### config.mk
export PLATFORM = sky130hd
export DESIGN_NAME = page_write_buffer
export DESIGN_NICKNAME = d
export VERILOG_FILES = /design/src/rtl/page_write_buffer.sv
export SDC_FILE = /design/constraint.sdc
export NUM_CORES = 1
export LEC_CHECK = 0
export BUFFER_PORTS_ARGS = -buffer_cell sky130_fd_sc_hd__clkbuf_2
export CELL_PAD_IN_SITES_DETAIL_PLACEMENT = 2
export CELL_PAD_IN_SITES_GLOBAL_PLACEMENT = 2
export CORE_MARGIN = 4
export CORE_UTILIZATION = 38
export CTS_BUF_LIST = sky130_fd_sc_hd__clkbuf_2 sky130_fd_sc_hd__clkbuf_4 sky130_fd_sc_hd__clkbuf_8
export CTS_CLUSTER_SIZE = 28
export DETAILED_ROUTE_END_ITERATION = 8
export PLACE_DENSITY_LB_ADDON = 0.1
export SLEW_MARGIN = 10
export SYNTH_ARGS = -nofsm -noshare
export SYNTH_HDL_FRONTEND = slang
export SYNTH_SLANG_ARGS = --single-unit
### constraint.sdc
create_clock -name clk -period 2 [get_ports clk]
set_clock_uncertainty 0.05 [all_clocks]
set_input_delay 0.1 -clock clk [delete_from_list [all_inputs] [get_ports clk]]
set_output_delay 0.1 -clock clk [all_outputs]
set_load 0.01 [all_outputs]
### src/rtl/page_write_buffer.sv
module page_write_buffer #(
  parameter int ADDR_W       = 8,
  parameter int DATA_W       = 8,
  parameter int PAGE_BYTES   = 8,
  parameter int WRITE_CYCLES = 500000
) (
  input  logic              clk,
  input  logic              rst_n,
  input  logic              addr_load,
  input  logic [ADDR_W-1:0] addr_in,
  input  logic              byte_valid,
  input  logic [DATA_W-1:0] byte_in,
  input  logic              stop_strobe,
  input  logic              abort_strobe,
  input  logic              wp_level,
  output logic              arr_we,
  output logic [ADDR_W-1:0] arr_addr,
  output logic [DATA_W-1:0] arr_data,
  output logic              busy
);
  localparam int OFS_W  = $clog2(PAGE_BYTES);
  localparam int BASE_W = ADDR_W - OFS_W;
  localparam int SLOT_W = OFS_W + 1;
  localparam int CNT_W  = $clog2(WRITE_CYCLES + 1);

  logic [BASE_W-1:0]                  page_base;
  logic [OFS_W-1:0]                   ptr;
  logic [PAGE_BYTES-1:0][DATA_W-1:0]  pbuf;
  logic [PAGE_BYTES-1:0]              dirty;
  logic [CNT_W-1:0]                   cnt;
  logic [SLOT_W-1:0]                  slot;

  wire              slot_live = slot < SLOT_W'(PAGE_BYTES);
  wire [OFS_W-1:0]  slot_idx  = slot[OFS_W-1:0];

  assign arr_we   = busy && slot_live && dirty[slot_idx];
  assign arr_addr = {page_base, slot_idx};
  assign arr_data = pbuf[slot_idx];

  always_ff @(posedge clk or negedge rst_n) begin
    if (!rst_n) begin
      page_base <= '0;
      ptr       <= '0;
      pbuf      <= '0;
      dirty     <= '0;
      busy      <= 1'b0;
      cnt       <= '0;
      slot      <= '0;
    end else if (busy) begin
      if (slot_live) begin
        dirty[slot_idx] <= 1'b0;
        slot            <= slot + 1'b1;
      end
      if (cnt == '0) busy <= 1'b0;
      else           cnt  <= cnt - 1'b1;
    end else if (abort_strobe) begin
      dirty <= '0;
    end else if (stop_strobe) begin
      if (wp_level) begin
        dirty <= '0;
      end else if (|dirty) begin
        busy <= 1'b1;
        cnt  <= CNT_W'(WRITE_CYCLES - 1);
        slot <= '0;
      end
    end else if (addr_load) begin
      page_base <= addr_in[ADDR_W-1:OFS_W];
      ptr       <= addr_in[OFS_W-1:0];
    end else if (byte_valid) begin
      pbuf[ptr]  <= byte_in;
      dirty[ptr] <= 1'b1;
      ptr        <= ptr + 1'b1;
    end
  end


  wp_discard_chk: assert property (@(posedge clk) disable iff (!rst_n)
    stop_strobe && !abort_strobe && !busy && wp_level |=> !busy && dirty == '0);


  abort_clear_chk: assert property (@(posedge clk) disable iff (!rst_n)
    abort_strobe && !busy |=> dirty == '0);


  busy_start_chk: assert property (@(posedge clk) disable iff (!rst_n)
    $rose(busy) |-> $past(stop_strobe && !wp_level && !abort_strobe));


  busy_hold_chk: assert property (@(posedge clk) disable iff (!rst_n)
    busy |=> $stable(pbuf) && $stable(page_base) && $stable(ptr));


  drain_chk: assert property (@(posedge clk) disable iff (!rst_n)
    $fell(busy) |-> dirty == '0);
endmodule

; ---- Word-level counts from Yosys, hierarchy flattened
; Index checks and enable logic that the tools add are counted.
[classes]
order_cmp = 5
n_eq_ne = 6
bitwise_logic = 7
n_addsub = 3
reduce_logical = 16
muxes = 38
[op_table]
columns = operator, count
row1 = 19-bit 2-to-1 mux, 6
row2 = 8-bit 2-to-1 mux, 9
row3 = 64-bit bitwise mux, 1
row4 = 8-bit binary-select mux with 3-bit select, 1
row5 = 8-bit demux with 3-bit select, 1
row6 = 4-bit 2-to-1 mux, 6
row7 = 19-bit logical NOT, 1
row8 = "19-bit by 1-bit subtractor with 19-bit output, second input constant", 1
row9 = 5-bit AND reduction, 3
row10 = 4-bit AND reduction, 3
row11 = 1-bit 2-to-1 mux, 9
row12 = 8-bit AND, 1
row13 = "3-bit by 4-bit < comparator with 1-bit output, second input constant", 2
row14 = "4-bit by 1-bit != test with 1-bit output, second input constant", 2
row15 = 8-bit inverter, 1
row16 = 8-bit OR, 1
row17 = 8-bit OR reduction, 1
row18 = 1-bit demux with 3-bit select, 2
row19 = "3-bit by 1-bit >= comparator with 1-bit output, second input constant", 2
row20 = 3-bit 2-to-1 mux, 2
row21 = "2-bit by 1-bit != test with 1-bit output, second input constant", 3
row22 = 2-bit nonzero test, 3
row23 = "4-bit by 1-bit adder with 4-bit output, second input constant", 1
row24 = 1-bit logical AND, 4
row25 = other kinds (6), 9
[totals]
out_inout_bits = 18
regBits = 104

; ---- Logic depth before layout (Yosys ltp)
; Gate-level depths: netlist (run 1).
[logic_depth]
word_depth = 10
ltp_mapped = 7
depth_no_buf = 6

; ---- Least setup slack after synthesis (run 1)
; No wires, ideal clock.
[synth_path]
path_kind = register -> register
from = register cnt[14]
to = register cnt[17]
t_arrival_ps = 1841
setup_ps = 66
required_time_ps = 1884
path_buffers = 0
stages_incl_launch_ff = 5
period_less_slack_ps = 1957
path_slack_ps = 43
path_cell_list = dfrtp_1 > or4_4 > or3_4 > or4_4 > nand3_2
[synth_via]
elab_chain_cells = 3
[synth_lines]
columns = element, line_no
row1 = start: declaration, 30  ; logic [CNT_W-1:0] cnt;
row2 = start signal: assignment, 55  ; else cnt <= cnt - 1'b1;
row3 = start signal: assignment, 63  ; cnt <= CNT_W'(WRITE_CYCLES - 1);
row4 = 19-bit by 1-bit subtractor with 19-bit output or 19-bit logical NOT (tied branches), "55, 54"
row5 = 19-bit 2-to-1 mux or 2-bit != test (tied branches), n/a
row6 = 19-bit 2-to-1 mux or 5-bit AND reduction (tied branches), n/a
; Several ways; a longest one is shown, not always the timed one. The select of a mux whose other input is x is not followed.
; A chain may end at the register's enable or synchronous reset.

; ---- Worst setup path in the final report (run 1)
[layout_path]
from = register slot[1]
to = output port arr_data[6]
[layout_via]
elab_chain_cells = 2
[layout_lines]
columns = element, line_no
row1 = start: declaration, 31  ; logic [SLOT_W-1:0] slot;
row2 = start signal: assignment, 52  ; slot <= slot + 1'b1;
row3 = 8-bit binary-select mux with 3-bit select, 38  ; assign arr_data = pbuf[slot_idx];
row4 = 8-bit 2-to-1 mux (implied by the code), 38
row5 = end: declaration, 18  ; output logic [DATA_W-1:0] arr_data,
; No other way between the ends. The select of a mux whose other input is x is not followed.

==> results.yml, run 1 <==
global_route:
  use_met2_pct: 35.10
  grt_pass1_vias: 4309
  grt_overflow: 0
  grt_max_degree: 49
  antenna_found_initial: 0
  grt_use_total_pct: 20.55
  met3_usage_pct: 4.450
  grt_pass1_wl_um: 23870
  use_met1_pct: 26.79
  grt-busiest-layer: "met2"
setup_path:
  worst_path_largest_cell_delay_ns: 0.49
  crit_arrival_ns: 1.89
  path_common_cell: "buf_6"
  crit_path_cell_trace: "buf_6 > mux4_2 > mux2_4 > buf_6"
  cp_max_fo: 6
  cpMaxStageDelayCell: "mux4_2"
  cp-end-kind: "primary output"
  reg2reg_slack_ns: 0.07
  worstPathRequired_ns: 1.85
  worst-path-buf-inv: 2
  start_kind: "flip-flop"
  worstSetupPathType: "reg -> out"
  critical_path.top_delay_family: "multiplexers"
sta:
  rsz0062_at_grt: "yes"
  slew_viol_final: 0
  hold_viol_final: 0
  holdWs_ns: 0.03859
  slew_headroom_pct: 57.26
  tns_ns: -0.05264
  min_period_ns: 2.043
  setup_viol: 2
  max_clock_freq_mhz: 489.4
  worst_pin_slew_ns: 0.6411
  period_share_pct: 102.2
  worst_slack_ns: -0.04349
layout:
  layout_commonest_cell: "dfrtp_1"
  syn_to_final_growth_pct: 24.44
  fill_cells: 1341
  antenna_cells: 0
  final_nets: 556
  layout-drive-gt1-share_pct: 42.43
  mostFrequentLayoutCells: "dfrtp_1, mux2_2, buf_4"
yosys:
  synthTopCellsByArea: "dfrtp_1, mux2_2, mux2i_1"
  synthArstFlopShare_pct: 100.0
  synth_top_area_share_pct: 50.83
  syn_avg_cell_area_um2: 11.69
  synth_ff_type: "dfrtp_1"
  synth_area_leader_cell: "dfrtp_1"
  synthCells: 438
  syn_nets: 464
  synth_area_um2: 5120
  seq_area_frac_synth_pct: 50.83
  synth_cell_type_count: 52
  yosys_warnings: 0
  ys_seq_elements: 104
  synth_edf_count: 0
die:
  dieArea_um2: 15390
  dieHeight_um: 124.1
  core_um2: 13240
  rows: 42
  ios: 41
  start_util_pct: 38.66
  die_x_um: 124.1
clocking:
  clk_latency_ns: 0.38
  cts.sinks: 104
  clk_pin_slew_ns: 0.11
  cts_made_buffers: 9
  cts_max_path_buffers: 2
  cts_tree: "yes"
  clock-root-buffer: "clkbuf_8"
  h-tree-depth: 3
drt:
  wl_per_cell_um: 20.82
  drtPass1Iterations: 4
  antenna_left: 0
  first_iter_violations: 151
  route.detailed.drc: 0
  drt_wl_total_um: 14800
  vias: 3952
  via_per_inst: 5.558
power:
  peakVddDrop_mv: 0.4687
  total_power_w: 0.003564
  power_leakage_nw: 2.997
  powerDensity_nw_per_um2: 559.5
place:
  pre_cts_ws_ns: -0.04579
  hpwl_um: 10080
  place_congestion: 0.7897
  portBuffers: 40
run:
  maxCapViolCount: 0
status:
  violations: "negative setup slack"
  status: "complete, but fails checks"
min_path:
  hp-class: "in -> reg"
[Yosys cell counts, types with 4 or more instances]
cell type,n
o21ai_0,25
a21oi_1,12
dfrtp_1,104
nor2b_1,7
buf_1,4
a22oi_1,8
nor4_1,4
o221ai_1,6
mux4_2,4
or4_1,4
mux2i_1,20
a31oi_1,6
o31ai_1,9
clkbuf_1,14
inv_1,4
nand2_1,30
mux2_2,78
and3_1,5
nor3_1,6
nand3_1,13
nor2_1,21
[power by group]
| group | internal (W) | leakage, nW | switching, W |
|---|---|---|---|
| combinational | 0.0000525 | 1.54 | 0.0000914 |
| clock | 0.000479 | 0.0952 | 0.000830 |
| sequential | 0.00211 | 1.36 | 0.00000659 |
| total | 0.00264 | 3.00 | 0.000928 |
[worst paths after layout]
check | cells past startpoint | startpoint | endpoint
worst min-delay path | 2 | byte_in[4] | pbuf[28]
worst max-delay path | 4 | slot[1] | arr_data[6]
max in group asynchronous | 3 | rst_n | pbuf[55]
worst min register to register | 1 | pbuf[51] | pbuf[51]
worst max register to register | 4 | cnt[12] | cnt[15]
min in group asynchronous | 2 | rst_n | cnt[16]
[kinds of logic (layout without fill, tap and decap cells)]
family / Yosys count / after routing / share of synthesized area, %
adders and majority gates: 3 / 3 / 0.7332
DFF: 104 / 104 / 50.83
xor gates and xnor gates: 1 / 1 / 0.1711
muxes: 102 / 102 / 22.83
and+or+nand+nor: 116 / 116 / 12.34
AOI/OAI and AO/OA: 84 / 84 / 10.80
buffers and inverters: 28 / 125 / 2.297
[repair_timing]
item,in CTS,in global routing
setup endpoints to repair,30,82
buffers inserted,3,6
hold buffers,13,0
cloned,0,0
pin swaps,8,12
resized for setup,19,38
endpoints found under the hold margin,68,0
[flip-flops by register name, summed over array words and instances, names as in the netlist]
name,flops
busy,1
cnt,19
dirty,8
page_base,5
pbuf,64
ptr,3
slot,4
[per-layer routing]
layer  routed length, µm  vias up
li1                    -     1836
met1                6554     2061
met2                7649       45
met3                 436       10
met4                 161        0
met5                   0        -
[per-stage QoR]
step                      utilization, %  instances  instance area [µm²]
after floorplan                        -        438                 5120
after global placement             43.65        673                 5781
after detailed placement           43.65        673                 5781
after CTS                          46.75        705                 6191
after global routing               48.11        711                 6371
final                              48.11        711                 6371
[area by class of cell]
class,count,area [µm²],area share (%)
inverter,6,23.77,0.3731
clock inverter,7,61.31,0.9623
timing repair buffer,103,774.5,12.16
clock buffer,9,123.9,1.944
sequential,104,2606,40.91
tap,176,220.2,3.456
multi-input combinational,306,2561,40.20
[worst reg2reg max path: stages (launching register included)]
cell and delay, ns:
dfrtp_1 0.41, or4_4 0.54, buf_4 0.15, or4_2 0.63, nand3_1 0.10
Power figures use the tool's default switching activity.
==> run 2: changes to the inputs <==
Settings changed: ABC_AREA set to 1, CORE_UTILIZATION 38 to 34, SLEW_MARGIN 10 to 20.
==> results.yml, run 2 <==
status:
  status: "complete, but fails checks"
  violations: "negative setup slack"
die:
  dieHeight_um: 135.2
  ios: 41
  start_util_pct: 34.62
  core_um2: 15890
  rows: 46
  dieArea_um2: 18270
  die_x_um: 135.2
setup_path:
  timing.rr.end: "cnt[13]"
  worstPathRequired_ns: 1.85
  reg2reg_depth: 9
  reg2reg_slack_ns: 0.22
  crit_arrival_ns: 1.89
  cp_max_fo: 6
  r2r-start: "cnt[0]"
  cp-end-kind: "primary output"
  start_kind: "flip-flop"
  worstSetupPathType: "reg -> out"
yosys:
  synth_cell_type_count: 38
  synth_top_area_share_pct: 47.33
  synthCells: 671
  seq_area_frac_synth_pct: 47.33
  syn_nets: 697
  synth.most_common_cell: "nand2_1"
  synth_commonest_cells: "nand2_1, dfrtp_1, nor2_1, o21ai_0, inv_1"
  synth_area_um2: 5499
  synthArstFlopShare_pct: 100.0
  synth_edf_count: 0
  ys_seq_elements: 104
  syn_avg_cell_area_um2: 8.195
  yosys_warnings: 0
  synth_area_leader_cell: "dfrtp_1"
  synthTopCellsByArea: "dfrtp_1, nand2_1, nor2_1"
  synth_ff_type: "dfrtp_1"
place:
  placed_area_um2: 5934
  hpwl_um: 12770
  portBuffers: 40
  place_congestion: 0.7940
layout:
  largest_reg_flops: 64
  mostFrequentLayoutCells: "nand2_1, dfrtp_1, nor2_1"
  layout-drive-gt1-share_pct: 25.17
  layout_commonest_cell: "nand2_1"
  final_nets: 761
  fill_cells: 1842
  reg_top3: "pbuf: 64 flops, cnt: 19 flops, dirty: 8 flops"
  antenna_cells: 0
  largest-register: "pbuf"
  syn_to_final_growth_pct: 17.29
  final_area_um2: 6450
clocking:
  cts_made_buffers: 9
  clock-root-buffer: "clkbuf_8"
  clk_pin_slew_ns: 0.10
  clk_latency_ns: 0.39
  cts_tree: "yes"
  cts.sinks: 104
  h-tree-depth: 3
  cts_max_path_buffers: 2
sta:
  tns_ns: -0.06864
  min_period_ns: 2.036
  period_share_pct: 101.8
  max_clock_freq_mhz: 491.2
  slew_headroom_pct: 68.47
  slew_viol_final: 0
  setup_viol: 4
  hold_viol_final: 0
  worst_slack_ns: -0.03565
  worst_pin_slew_ns: 0.4712
  rsz0062_at_grt: "yes"
global_route:
  antenna_found_initial: 0
  met3_usage_pct: 3.863
  grt_pass1_vias: 5441
  grt-busiest-layer: "met2"
  grt_overflow: 0
  use_met2_pct: 36.39
  grt_use_total_pct: 20.83
  grt_pass1_wl_um: 29900
  grt_max_degree: 60
  use_met1_pct: 27.66
drt:
  drtPass1Iterations: 4
  route.detailed.drc: 0
  first_iter_violations: 191
  antenna_left: 0
  wl_per_cell_um: 19.22
  drt_wl_total_um: 18350
  via_per_inst: 5.075
  vias: 4847
run:
  maxCapViolCount: 0
power:
  p_clk_share_pct: 15.4
  p_int_w: 0.005033
  combPwrFrac_pct: 48.0
  p_switching_w: 0.004233
  peakVddDrop_mv: 0.4525
  p_seq_share_pct: 36.6
  p_sw_share_pct: 45.68
  power_leakage_nw: 3.071
  powerDensity_nw_per_um2: 1436
min_path:
  hp-class: "in -> reg"
  holdPathStages: 3
  hold_start: "addr_load"
  hold_end: "ptr[2]"
[run 2: cells by family after synthesis]
| kind of cell | synth area share, % |
|---|---|
| buf+inv | 6.644 |
| flops | 47.33 |
| fa+ha+maj | 0.6827 |
| xor+xnor | 0.4779 |
| compound gates | 16.93 |
| mux | 1.024 |
| simple gates | 26.92 |
[run 2: power by group through the flow]
stage	clock network, W	registers [W]	logic [W]
after global routing	0.00158	0.00350	0.00499
after CTS	0.00148	0.00338	0.00435
after detailed placement	0	0.00342	0.00403
after global placement	0	0.00337	0.00385
final	0.00142	0.00339	0.00445
after floorplan	0	0.00322	0.00276
[run 2: per-stage QoR]
step	total power, W	cells	setup WS (ns)	utilization (%)	hold slack (ns)
after floorplan	0.005980	671	0.3193	-	-0.2456
final	0.009265	955	-0.03565	40.60	0.02646
after detailed placement	0.007447	916	0.1172	37.36	-0.04032
after CTS	0.009202	951	-0.05171	40.04	0.01511
after global placement	0.007220	916	0.1777	37.36	-0.04146
after global routing	0.01006	955	-0.1368	40.60	0.03120
[run 2: cell type report]
type                    instances  area, µm²  share of cell area [%]
flip-flops and latches        104       2606                   40.41
multi-input cells             492       2605                   40.39
repair buffers                 79      566.8                   8.788
well taps                     216      270.3                   4.190
inverters                      48      191.4                   2.968
clock buffers                  10      137.6                   2.134
clock inverters                 5      65.06                   1.009
repair inverters                1      7.507                  0.1164
[run 2: metal layers]
| metal | part of all wire, % | wire, µm | vias to the layer above |
|---|---|---|---|
| met1 | 47 | 8566 | 2473 |
| met4 | 0.74 | 136 | 0 |
| met5 | 0 | 0 | - |
| met3 | 2.3 | 419 | 10 |
| met2 | 50 | 9228 | 34 |
| li1 | - | - | 2330 |
[run 2: timing repair]
item	CTS	global route
gates cloned	1	2
endpoints found under the hold margin	111	0
buffers inserted	11	2
hold buffers	8	0
setup endpoints to repair	9	23
pin swaps	3	3
gates resized for setup	22	30
[run 2: how the worst max path moves through the flow]
stage               cells after the start          end    start  slack (ns)
finish                                  8  arr_data[7]  slot[1]       -0.04
global placement                        9       cnt[3]   cnt[0]        0.18
detailed placement                      9       cnt[3]   cnt[0]        0.12
global route                            8       arr_we  slot[1]       -0.14
floorplan                              10       cnt[0]   cnt[0]        0.32
CTS                                     8  arr_data[7]  slot[1]       -0.05
[run 2: worst max-delay path, stage by stage, from the launching register on]
cell      delay, ns
dfrtp_2        0.49
buf_6          0.15
nor3_4         0.23
buf_6          0.19
nand2_2        0.06
o21ai_2        0.06
a21oi_2        0.05
o211ai_1       0.10
buf_2          0.17
==> run 3: changes to the inputs <==
Settings changed: CELL_PAD_IN_SITES_DETAIL_PLACEMENT 2 to 1, REMOVE_ABC_BUFFERS set to 1.
==> results.yml, run 3 (synthesized netlist as in run 2, its figures left out) <==
clocking:
  h-tree-depth: 3
  cts_max_path_buffers: 2
  cts_made_buffers: 9
  clk_latency_ns: 0.37
  cts_tree: "yes"
  clk_pin_slew_ns: 0.10
  cts.sinks: 104
  clock-root-buffer: "clkbuf_8"
power:
  peakVddDrop_mv: 0.4992
  p_seq_share_pct: 38.1
  p_int_w: 0.004880
  p_clk_share_pct: 14.6
  power_leakage_nw: 3.034
  p_switching_w: 0.003945
  combPwrFrac_pct: 47.4
  powerDensity_nw_per_um2: 1386
  p_sw_share_pct: 44.70
layout:
  syn_to_final_growth_pct: 15.77
  final_util_pct: 40.08
  reg_top3: "pbuf: 64 flops, cnt: 19 flops, dirty: 8 flops"
  largest-register: "pbuf"
  largest_reg_flops: 64
  final_area_um2: 6366
  layout-drive-gt1-share_pct: 23.91
  multiInputGateArea_um2: 2572
  layout_commonest_cell: "nand2_1"
  antenna_cells: 0
  mostFrequentLayoutCells: "nand2_1, dfrtp_1, nor2_1"
  final_nets: 758
  fill_cells: 1989
  seqCellArea_um2: 2606
  stdcell_count: 952
global_route:
  grt_pass1_vias: 5039
  grt_pass1_wl_um: 27040
  grt_overflow: 0
  grt_max_degree: 40
  antenna_found_initial: 0
  grt_use_total_pct: 18.80
setup_path:
  cp_max_fo: 5
  worstPathRequired_ns: 1.85
  worstSetupPathType: "reg -> out"
  cpMaxStageDelayCell: "dfrtp_2"
  reg2reg_slack_ns: 0.31
  start_kind: "flip-flop"
  critical_path.top_delay_family: "buffers and inverters"
  crit_path_cell_trace: "buf_6 > nor3_4 > buf_6 > nand2_2 > o21ai_2 > a21oi_1 > o211ai_1 > buf_2"
  path_common_cell: "buf_6"
  worst_path_largest_cell_delay_ns: 0.45
  crit_arrival_ns: 1.79
  worst-path-buf-inv: 3
  cp-end-kind: "primary output"
drt:
  vias: 4707
  route.detailed.drc: 0
  wl_per_cell_um: 17.06
  first_iter_violations: 186
  via_per_inst: 4.944
  drt_wl_total_um: 16240
  antenna_left: 0
  drtPass1Iterations: 4
sta:
  hold_viol_final: 0
  max_clock_freq_mhz: 515.9
  rsz0062_at_grt: "yes"
  slew_viol_final: 0
  slew_headroom_pct: 67.11
  min_period_ns: 1.938
  setup_viol: 0
  period_share_pct: 96.92
  worst_pin_slew_ns: 0.4934
die:
  start_util_pct: 34.62
  core_um2: 15890
  ios: 41
  dieHeight_um: 135.2
  dieArea_um2: 18270
  die_x_um: 135.2
  rows: 46
status:
  status: "complete, no violations"
min_path:
  hp-class: "in -> reg"
run:
  maxCapViolCount: 0
place:
  placedCellCount: 917
  hpwl_um: 11340
  placed_area_um2: 5929
  place_congestion: 0.8071
  portBuffers: 40
## run 3: cell types whose count changed in the layout (fill, tap and decap cells not counted), sizes merged
cell      before  now
buf           39   35
clkbuf        42   46
inv           49   47
bufinv         1    0
clkinv         0    1
clkinvlp       4    3
## run 3: area by class of cell
cell class / instances / area share (%)
Clock buffer: 12 / 2.496
Clock inverter: 3 / 0.3931
Inverter: 48 / 3.027
Multi-Input combinational cell: 492 / 40.41
Sequential cell: 104 / 40.94
Tap cell: 216 / 4.245
Timing Repair Buffer: 77 / 8.491
## run 3: path summary, 6_finish.rpt
check	from	end	cells past startpoint
setup reg to reg	cnt[1]	cnt[4]	9
max in group asynchronous	rst_n	pbuf[28]	3
hold / removal	addr_in[1]	ptr[1]	4
hold reg to reg	pbuf[26]	pbuf[26]	2
setup / recovery	slot[0]	arr_data[7]	8
min in group asynchronous	rst_n	ptr[2]	2
## run 3: worst register-to-register path, delay by kind of cell, from the launching register on
family,cells,cell delay (ns)
simple gates,6,0.79
compound gates,1,0.06
flops,1,0.40
buf+inv,1,0.09
fa+ha+maj,1,0.19
## run 3: power by group through the flow
stage                     Clock, W  Sequential, W  Combinational [W]
final                      0.00129        0.00336            0.00418
after global routing       0.00144        0.00346            0.00475
after CTS                  0.00135        0.00335            0.00415
after detailed placement         0        0.00339            0.00390
after global placement           0        0.00335            0.00382
after floorplan                  0        0.00335            0.00244
## run 3: repair_timing
action,4_1_cts,5_1_grt
cloned,1,0
setup buffers,8,3
resized for setup,14,22
pin swaps,1,2
endpoints found under the hold margin,38,0
hold buffers,8,0
endpoints found under the setup margin,9,9
## run 3: per-layer routing
| layer | global-route usage [%] | wire length (µm) |
|---|---|---|
| met1 | 25.82 | 7869 |
| met5 | 0 | 0 |
| met2 | 30.86 | 7540 |
| met3 | 3.232 | 586 |
| met4 | 4.983 | 247 |
## run 3: stage by stage
stage / hold WS (ns) / setup TNS [ns] / setup WS [ns] / power (W)
global placement: 0.05178 / 0 / 0.2099 / 0.007168
finish: 0.03199 / 0 / 0.06169 / 0.008825
global route: 0.03389 / -0.6167 / -0.08744 / 0.009651
floorplan: -0.2456 / -0.05419 / -0.03235 / 0.005790
detailed placement: 0.05279 / 0 / 0.1374 / 0.007290
CTS: 0.01503 / 0 / 0.0007894 / 0.008843
